File: src/rtl/peci_rf_pkg.sv
package peci_rf_pkg;
  localparam int unsigned DW = 8;
  localparam int unsigned AW = 4;

  localparam logic [AW-1:0] A_DATA  = 4'd0;
  localparam logic [AW-1:0] A_CTRL  = 4'd1;
  localparam logic [AW-1:0] A_STAT1 = 4'd2;
  localparam logic [AW-1:0] A_STAT2 = 4'd3;
  localparam logic [AW-1:0] A_ERR   = 4'd4;
  localparam logic [AW-1:0] A_IEN1  = 4'd5;
  localparam logic [AW-1:0] A_IEN2  = 4'd6;
  localparam logic [AW-1:0] A_BTLO  = 4'd7;
  localparam logic [AW-1:0] A_BTHI  = 4'd8;

  localparam int unsigned C_PD   = 0;
  localparam int unsigned C_SRST = 1;
  localparam int unsigned C_FRST = 2;
  localparam int unsigned C_TXEN = 3;
  localparam int unsigned C_MIEN = 4;

  localparam int unsigned NERR  = 3;
  localparam int unsigned E_ROV = 0;
  localparam int unsigned E_WUN = 1;
  localparam int unsigned E_BUS = 2;
endpackage

File: src/rtl/peci_byte_fifo.sv
module peci_byte_fifo #(
  parameter int unsigned DEPTH = 8,
  parameter int unsigned W     = 8
) (
  input  logic         clk_i,
  input  logic         rst_ni,
  input  logic         clr_i,
  input  logic         push_i,
  input  logic [W-1:0] wdata_i,
  input  logic         pop_i,
  output logic [W-1:0] rdata_o,
  output logic         full_o,
  output logic         empty_o
);
  localparam int unsigned PW = (DEPTH > 1) ? $clog2(DEPTH) : 1;
  localparam int unsigned CW = $clog2(DEPTH + 1);

  logic [W-1:0]  mem [DEPTH];
  logic [PW-1:0] wp_q, rp_q;
  logic [CW-1:0] cnt_q;
  logic          do_push, do_pop;

  assign full_o  = (cnt_q == CW'(DEPTH));
  assign empty_o = (cnt_q == '0);
  assign do_push = push_i && !full_o && !clr_i;
  assign do_pop  = pop_i && !empty_o && !clr_i;
  assign rdata_o = mem[rp_q];

  function automatic logic [PW-1:0] nxt(input logic [PW-1:0] p);
    return (p == PW'(DEPTH - 1)) ? '0 : p + 1'b1;
  endfunction

  always_ff @(posedge clk_i or negedge rst_ni) begin
    if (!rst_ni) begin
      wp_q  <= '0;
      rp_q  <= '0;
      cnt_q <= '0;
    end else if (clr_i) begin
      wp_q  <= '0;
      rp_q  <= '0;
      cnt_q <= '0;
    end else begin
      if (do_push) wp_q <= nxt(wp_q);
      if (do_pop)  rp_q <= nxt(rp_q);
      cnt_q <= cnt_q + CW'(do_push) - CW'(do_pop);
    end
  end

  always_ff @(posedge clk_i) begin
    if (do_push) mem[wp_q] <= wdata_i;
  end

  assert_no_overflow_R3: assert property (@(posedge clk_i) disable iff (!rst_ni)
    cnt_q <= CW'(DEPTH));
  assert_full_drop_R3: assert property (@(posedge clk_i) disable iff (!rst_ni)
    (full_o && push_i && !pop_i && !clr_i) |=> full_o);
  assert_clr_empty_R9: assert property (@(posedge clk_i) disable iff (!rst_ni)
    clr_i |=> empty_o);
endmodule

File: src/rtl/peci_w1c_flags.sv
module peci_w1c_flags #(
  parameter int unsigned N = 3
) (
  input  logic         clk_i,
  input  logic         rst_ni,
  input  logic         srst_i,
  input  logic [N-1:0] set_i,
  input  logic [N-1:0] clr_i,
  output logic [N-1:0] q_o
);
  always_ff @(posedge clk_i or negedge rst_ni) begin
    if (!rst_ni)     q_o <= '0;
    else if (srst_i) q_o <= '0;
    else             q_o <= (q_o & ~clr_i) | set_i;  // set wins
  end

  assert_w1c_clear_R6: assert property (@(posedge clk_i) disable iff (!rst_ni)
    (!srst_i && |(clr_i & ~set_i)) |=> ((q_o & $past(clr_i & ~set_i)) == '0));
  assert_set_wins_R6: assert property (@(posedge clk_i) disable iff (!rst_ni)
    (!srst_i && |set_i) |=> ((q_o & $past(set_i)) == $past(set_i)));
endmodule

File: src/rtl/peci_irq_merge.sv
module peci_irq_merge (
  input  logic clk_i,
  input  logic rst_ni,
  input  logic mien_i,
  input  logic err_en_i,
  input  logic err_any_i,
  input  logic wfe_en_i,
  input  logic wfe_i,
  input  logic rff_en_i,
  input  logic rff_i,
  output logic irq_o
);
  logic src;
  assign src   = (err_en_i & err_any_i) | (wfe_en_i & wfe_i) | (rff_en_i & rff_i);
  assign irq_o = mien_i & src;

  assert_irq_gated_R8: assert property (@(posedge clk_i) disable iff (!rst_ni)
    !mien_i |-> !irq_o);
  assert_irq_src_R8: assert property (@(posedge clk_i) disable iff (!rst_ni)
    (mien_i && err_en_i && err_any_i) |-> irq_o);
endmodule

File: src/rtl/peci_host_regs.sv
module peci_host_regs
  import peci_rf_pkg::*;
#(
  parameter int unsigned FIFO_DEPTH = 8
) (
  input  logic          clk_i,
  input  logic          rst_ni,
  input  logic [AW-1:0] addr_i,
  input  logic          wr_en_i,
  input  logic          rd_en_i,
  input  logic [DW-1:0] wdata_i,
  output logic [DW-1:0] rdata_o,
  input  logic          eng_tx_pop_i,
  output logic [DW-1:0] eng_tx_data_o,
  output logic          eng_tx_empty_o,
  input  logic          eng_rx_push_i,
  input  logic [DW-1:0] eng_rx_data_i,
  input  logic          eng_eof_i,
  input  logic          eng_bus_err_i,
  input  logic          bus_idle_i,
  output logic          pd_o,
  output logic          soft_rst_o,
  output logic          fifo_rst_o,
  output logic          tx_en_o,
  output logic [15:0]   bit_time_o,
  output logic          irq_o
);
  logic          pd_q, frst_q, txen_q, mien_q, ien1_q, srst_q;
  logic [1:0]    ien2_q;
  logic [DW-1:0] bt_lo_q, bt_hi_q, rx_head;
  logic          tx_full, tx_empty, rx_full, rx_empty;
  logic          srst, wr_ctrl, wr_data, rd_data, fifo_clr;
  logic [NERR-1:0] err_q, err_set, err_clr;
  logic [0:0]    eof_q, eof_clr;

  assign wr_ctrl  = wr_en_i && (addr_i == A_CTRL);
  assign srst     = wr_ctrl && wdata_i[C_SRST];
  assign wr_data  = wr_en_i && (addr_i == A_DATA);
  assign rd_data  = rd_en_i && (addr_i == A_DATA);
  assign fifo_clr = frst_q || srst;

  always_ff @(posedge clk_i or negedge rst_ni) begin
    if (!rst_ni) begin
      {pd_q, frst_q, txen_q, mien_q, ien1_q} <= '0;
      ien2_q  <= '0;
      bt_lo_q <= '0;
      bt_hi_q <= '0;
      srst_q  <= 1'b0;
    end else begin
      srst_q <= srst;
      if (srst) begin
        {pd_q, frst_q, txen_q, mien_q, ien1_q} <= '0;
        ien2_q  <= '0;
        bt_lo_q <= '0;
        bt_hi_q <= '0;
      end else if (wr_en_i) begin
        unique case (addr_i)
          A_CTRL: begin
            pd_q   <= wdata_i[C_PD];
            frst_q <= wdata_i[C_FRST];
            txen_q <= wdata_i[C_TXEN];
            mien_q <= wdata_i[C_MIEN];
          end
          A_IEN1:  ien1_q  <= wdata_i[0];
          A_IEN2:  ien2_q  <= wdata_i[1:0];
          A_BTLO:  bt_lo_q <= wdata_i;
          A_BTHI:  bt_hi_q <= wdata_i;
          default: ;
        endcase
      end
    end
  end

  peci_byte_fifo #(.DEPTH(FIFO_DEPTH), .W(DW)) u_tx_fifo (
    .clk_i, .rst_ni, .clr_i(fifo_clr),
    .push_i(wr_data), .wdata_i(wdata_i),
    .pop_i(eng_tx_pop_i), .rdata_o(eng_tx_data_o),
    .full_o(tx_full), .empty_o(tx_empty)
  );

  peci_byte_fifo #(.DEPTH(FIFO_DEPTH), .W(DW)) u_rx_fifo (
    .clk_i, .rst_ni, .clr_i(fifo_clr),
    .push_i(eng_rx_push_i), .wdata_i(eng_rx_data_i),
    .pop_i(rd_data), .rdata_o(rx_head),
    .full_o(rx_full), .empty_o(rx_empty)
  );

  always_comb begin
    err_set        = '0;
    err_set[E_ROV] = (rd_data && rx_empty) || (eng_rx_push_i && rx_full && !fifo_clr);
    err_set[E_WUN] = eng_tx_pop_i && tx_empty;
    err_set[E_BUS] = eng_bus_err_i;
  end
  assign err_clr = (wr_en_i && addr_i == A_ERR)   ? wdata_i[NERR-1:0] : '0;
  assign eof_clr = (wr_en_i && addr_i == A_STAT1) ? wdata_i[0:0]      : '0;

  peci_w1c_flags #(.N(NERR)) u_err (
    .clk_i, .rst_ni, .srst_i(srst), .set_i(err_set), .clr_i(err_clr), .q_o(err_q)
  );
  peci_w1c_flags #(.N(1)) u_eof (
    .clk_i, .rst_ni, .srst_i(srst), .set_i(eng_eof_i), .clr_i(eof_clr), .q_o(eof_q)
  );

  peci_irq_merge u_irq (
    .clk_i, .rst_ni,
    .mien_i(mien_q), .err_en_i(ien1_q), .err_any_i(|err_q),
    .wfe_en_i(ien2_q[0]), .wfe_i(tx_empty),
    .rff_en_i(ien2_q[1]), .rff_i(rx_full),
    .irq_o(irq_o)
  );

  always_ff @(posedge clk_i or negedge rst_ni) begin
    if (!rst_ni) rdata_o <= '0;
    else if (rd_en_i) begin
      unique case (addr_i)
        A_DATA:  rdata_o <= rx_empty ? '0 : rx_head;
        A_CTRL:  rdata_o <= {3'b0, mien_q, txen_q, frst_q, 1'b0, pd_q};
        A_STAT1: rdata_o <= {7'b0, eof_q};
        A_STAT2: rdata_o <= {3'b0, rx_full, rx_empty, tx_empty, tx_full, bus_idle_i};
        A_ERR:   rdata_o <= {{(DW-NERR){1'b0}}, err_q};
        A_IEN1:  rdata_o <= {7'b0, ien1_q};
        A_IEN2:  rdata_o <= {6'b0, ien2_q};
        A_BTLO:  rdata_o <= bt_lo_q;
        A_BTHI:  rdata_o <= bt_hi_q;
        default: rdata_o <= '0;
      endcase
    end
  end

  assign pd_o           = pd_q;
  assign soft_rst_o     = srst_q;
  assign fifo_rst_o     = frst_q;
  assign tx_en_o        = txen_q & ~pd_q;
  assign bit_time_o     = {bt_hi_q, bt_lo_q};
  assign eng_tx_empty_o = tx_empty;

  assert_pd_blocks_tx_R10: assert property (@(posedge clk_i) disable iff (!rst_ni)
    (wr_ctrl && wdata_i[C_PD]) |=> !tx_en_o);
  assert_srst_defaults_R11: assert property (@(posedge clk_i) disable iff (!rst_ni)
    srst |=> (soft_rst_o && bit_time_o == '0 && !pd_o && !irq_o && eng_tx_empty_o));
  assert_srst_pulse_R11: assert property (@(posedge clk_i) disable iff (!rst_ni)
    (soft_rst_o && !$past(srst)) |-> 1'b0);
  assert_rd_empty_zero_R4: assert property (@(posedge clk_i) disable iff (!rst_ni)
    (rd_data && rx_empty && !srst) |=> (rdata_o == '0 && err_q[E_ROV]));
endmodule

File: config.mk
export PLATFORM = sky130hd
export DESIGN_NAME = peci_host_regs
export DESIGN_NICKNAME = d
export VERILOG_FILES = /design/src/rtl/peci_rf_pkg.sv /design/src/rtl/peci_byte_fifo.sv /design/src/rtl/peci_w1c_flags.sv /design/src/rtl/peci_irq_merge.sv /design/src/rtl/peci_host_regs.sv
export SDC_FILE = /design/constraint.sdc
export NUM_CORES = 1
export LEC_CHECK = 0
export CAP_MARGIN = 20
export CORE_AREA = 2 2 128 130
export CTS_BUF_LIST = sky130_fd_sc_hd__clkbuf_16
export DETAILED_ROUTE_END_ITERATION = 7
export DIE_AREA = 0 0 130 132
export GPL_TIMING_DRIVEN = 0
export PLACE_DENSITY = 0.72
export SETUP_SLACK_MARGIN = 0.5
export SLEW_MARGIN = 20
export SYNTH_ARGS = -nofsm -noshare
export SYNTH_HDL_FRONTEND = slang
export SYNTH_SLANG_ARGS = --single-unit
File: constraint.sdc
create_clock -name clk_i -period 5.3 [get_ports clk_i]
set_clock_uncertainty 0.2 [all_clocks]
set_input_delay 0.795 -clock clk_i [delete_from_list [all_inputs] [get_ports clk_i]]
set_output_delay 0.795 -clock clk_i [all_outputs]
set_load 0.02 [all_outputs]
==> qor.txt <==
CTS tree = built
Worst setup EP type = output port
Post-CTS Resized = 0
Drt pass-1 iters = 5
Critical Path AT = 3010 ps
Simple-gate share of the synthesized area = 0.1006
CP Max Fanout = 10
Prevailing post-synth register cell = edfxtp_1
P_leak = 3.420 nW
Hold Path Class = in -> async
Final setup margin = 1291 ps
Critical Setup Path Class = reg -> out
Achievable frequency = 249.4 MHz
EDFF count, synth = 128
Share of layout cells above drive strength 1 = 0.1433
Final hold vios = 0
Outcome = completed
Syn Area/Cell = 14.90 sq um
Total CTS buffers = 17
Pwr dens = 437.1 nW/um^2
Largest family of logic cells by synthesized area = multiplexers
Final ANT Viol Nets = 0
Placed insts = 820
Post-CTS Setup Bufs = 0
Syn. warnings = 0
Chip height = 132 um
FFs w/ async S/R, synth = 0.3043
Initial antenna violation count = 1
Adder-Cell Fraction of Synth Area = 0.03614
GRT Overall Usage = 0.2192
Sequential area share after synthesis = 0.6530
Mapped Cells = 539
Routed via count = 4,917
Synth cell types = 54
Max-slew violation count = 0
# nets final = 674
Area Growth Syn to Fin = 18.43%
Slew Limit Headroom = 0.3601
Full die area = 17,160 sq um
Endpoints failing setup = 0
Drt total wl = 17,740 um
Clock latency on the worst-skew pair = 440 ps
Compound-gate portion of the synthesized area = 0.06075
Syn_nets = 590
Slew @ Worst Pin = 956.3 ps
IO Pins = 67
Reg2Reg Launch Point = u_rx_fifo.cnt_q[2]$_DFF_PN0_
Largest net degree at the start of global routing = 57
Vias in the first global route = 5,102
R2r endpoint = u_rx_fifo.cnt_q[2]$_DFF_PN0_
IO buf count = 65
Routability cong. = 0.8916
Iteration-0 DRC count of the detailed router = 389
Worst R2R Setup Slack = 1880 ps
Mux share of post-synthesis cell area = 0.1227
CP required = 4300 ps
Worst vdd ir = 345.4 uV
Final period util = 0.7565
Std-Cell Rows = 46
Wire length per cell = 20.82 um
RSZ-0062 raised after global routing = no
Yosys reg bits = 184
Dpl ws = 1033 ps
Root Driver = clkbuf_16
Post-Synthesis Cell Area = 8033 sq um
Clock Sinks = 184
Vias per cell = 5.771
Worst r2r path cells = 12
Drt drc = 0
Clock buffer depth = 2
Initial core utilization = 0.5112
XOR/XNOR share of the synthesized area = 0.004361
CTS Hold Buffers Added = 0
CP Launch Type = register
Layout Cells excl Fill = 852
Total of max-cap violations = 0
Die width = 130 um
First-pass GRT wire length = 27,900 um
Overflow left after global routing = 0
HPWL Detailed = 12,380 um
CTS H-tree lvls = 4
Setup TNS = 0 ps
Final min period = 4009 ps
Clk slew on worst S/H paths = 70 ps
Core ar. = 15,710 sq um
where the power goes:
part	switching [mW]	total, mW	internal, mW
registers	0.116	1.84	1.72
clock network	0.530	1.17	0.638
logic	0.592	1.15	0.561
registers in the layout (all words and copies together), names as in the netlist, 2 cells and up:
name,flops
u_rx_fifo.rp_q,3
u_rx_fifo.mem,64
bt_hi_q,8
u_tx_fifo.wp_q,3
u_tx_fifo.rp_q,3
ien2_q,2
u_err.q_o,3
u_tx_fifo.mem,64
u_rx_fifo.wp_q,3
bt_lo_q,8
u_rx_fifo.cnt_q,4
u_tx_fifo.cnt_q,4
rdata_o,8
cells by family (layout without fill, tap and decap cells):
| family | after synthesis | after routing |
|---|---|---|
| muxes | 60 | 60 |
| other | 0 | 1 |
| buffers and inverters | 44 | 140 |
| adders and majority gates | 22 | 22 |
| xor gates and xnor gates | 4 | 4 |
| AOI/OAI and AO/OA | 74 | 74 |
| and+or+nand+nor | 151 | 151 |
| DFF | 184 | 184 |
synthesized netlist by cell type, types with 5 or more instances:
library cell  count  area [sq um]
a21oi_1          27         135.1
and2_1            5         31.28
buf_2            12         60.06
clkbuf_1         11         41.29
dfrtp_1          56          1401
edfxtp_1        128          3844
ha_1             20         250.2
inv_1            19         71.32
mux2_2            8         90.09
mux2i_1          22         220.2
mux4_2           30         675.7
nand2_1          30         112.6
nand2b_1         11         68.82
nand3_1          15         75.07
nand3b_1          6         45.04
nor2_1           37         138.9
nor2b_1           6         37.54
nor3_1            6         30.03
nor3b_1           7         52.55
o21ai_0          10         50.05
o221ai_1          5         43.79
or3_1             7         43.79
routing by layer:
| layer | track usage | wire, um |
|---|---|---|
| met5 | 0 | 0 |
| met4 | 0.08722 | 470 |
| met3 | 0.05763 | 906 |
| met2 | 0.3653 | 9235 |
| met1 | 0.2726 | 7127 |
per-stage QoR:
step	total power, mW	util	area, sq um	hold WS (ps)
after detailed placement	3.027	0.5710	8971	291.1
after global placement	2.961	0.5698	8954	298.3
after floorplan	2.600	-	8033	278.0
after CTS	4.188	0.6049	9504	233.8
after global routing	4.363	0.6053	9510	266.7
final	4.158	0.6054	9513	210.4
area by class of cell:
| cell class | count | area, sq um |
|---|---|---|
| clock buffers | 17 | 425.4 |
| flip-flops and latches | 184 | 5245 |
| well taps | 216 | 270.3 |
| clock inverters | 14 | 107.6 |
| repair buffers | 65 | 648.1 |
| plain buffers | 25 | 108.9 |
| diodes | 1 | 2.502 |
| multi-input cells | 311 | 2634 |
| inverters | 19 | 71.32 |
| fillers | 1191 | 6200 |
placed cells by master, fill, tap and decap left out, types with 6 or more instances in the layout:
master             n
dfrtp_1           56
mux4_2            30
nor2b_1            6
or3_1              7
clkbuf_1          11
nand2_1           30
nand2b_1          11
ha_1              20
nand3b_1           6
clkinv_2           6
inv_1             20
o21ai_0           10
a21oi_1           27
nand3_1           15
mux2_2             8
mux2i_1           22
nor2_1            37
edfxtp_1         128
buf_2             12
clkdlybuf4s50_1   64
clkbuf_16         17
nor3b_1            7
critical path, stage by stage (launching register included):
cell             delay [ps]
dfrtp_1                 360
clkbuf_1                410
clkbuf_1                560
mux4_2                  440
mux2_2                  280
clkdlybuf4s50_1         530
worst max-delay path by stage:
| stage | start | end | slack, ps | depth (start not counted) |
|---|---|---|---|---|
| 2_1_floorplan | addr_i[0] | u_rx_fifo.cnt_q[1]$_DFF_PN0_ | 1980 | 10 |
| 3_3_place_gp | addr_i[3] | u_tx_fifo.mem[0][6]$_DFFE_PP_ | 920 | 6 |
| 3_5_place_dp | wr_en_i | u_tx_fifo.cnt_q[2]$_DFF_PN0_ | 1030 | 11 |
| 4_1_cts | u_tx_fifo.rp_q[1]$_DFFE_PN0P_ | eng_tx_data_o[0] | 1210 | 5 |
| 5_1_grt | u_tx_fifo.rp_q[1]$_DFFE_PN0P_ | eng_tx_data_o[0] | 1150 | 5 |
| 6_report | u_tx_fifo.rp_q[1]$_DFFE_PN0P_ | eng_tx_data_o[0] | 1290 | 5 |
Power figures use the tool's default switching activity.
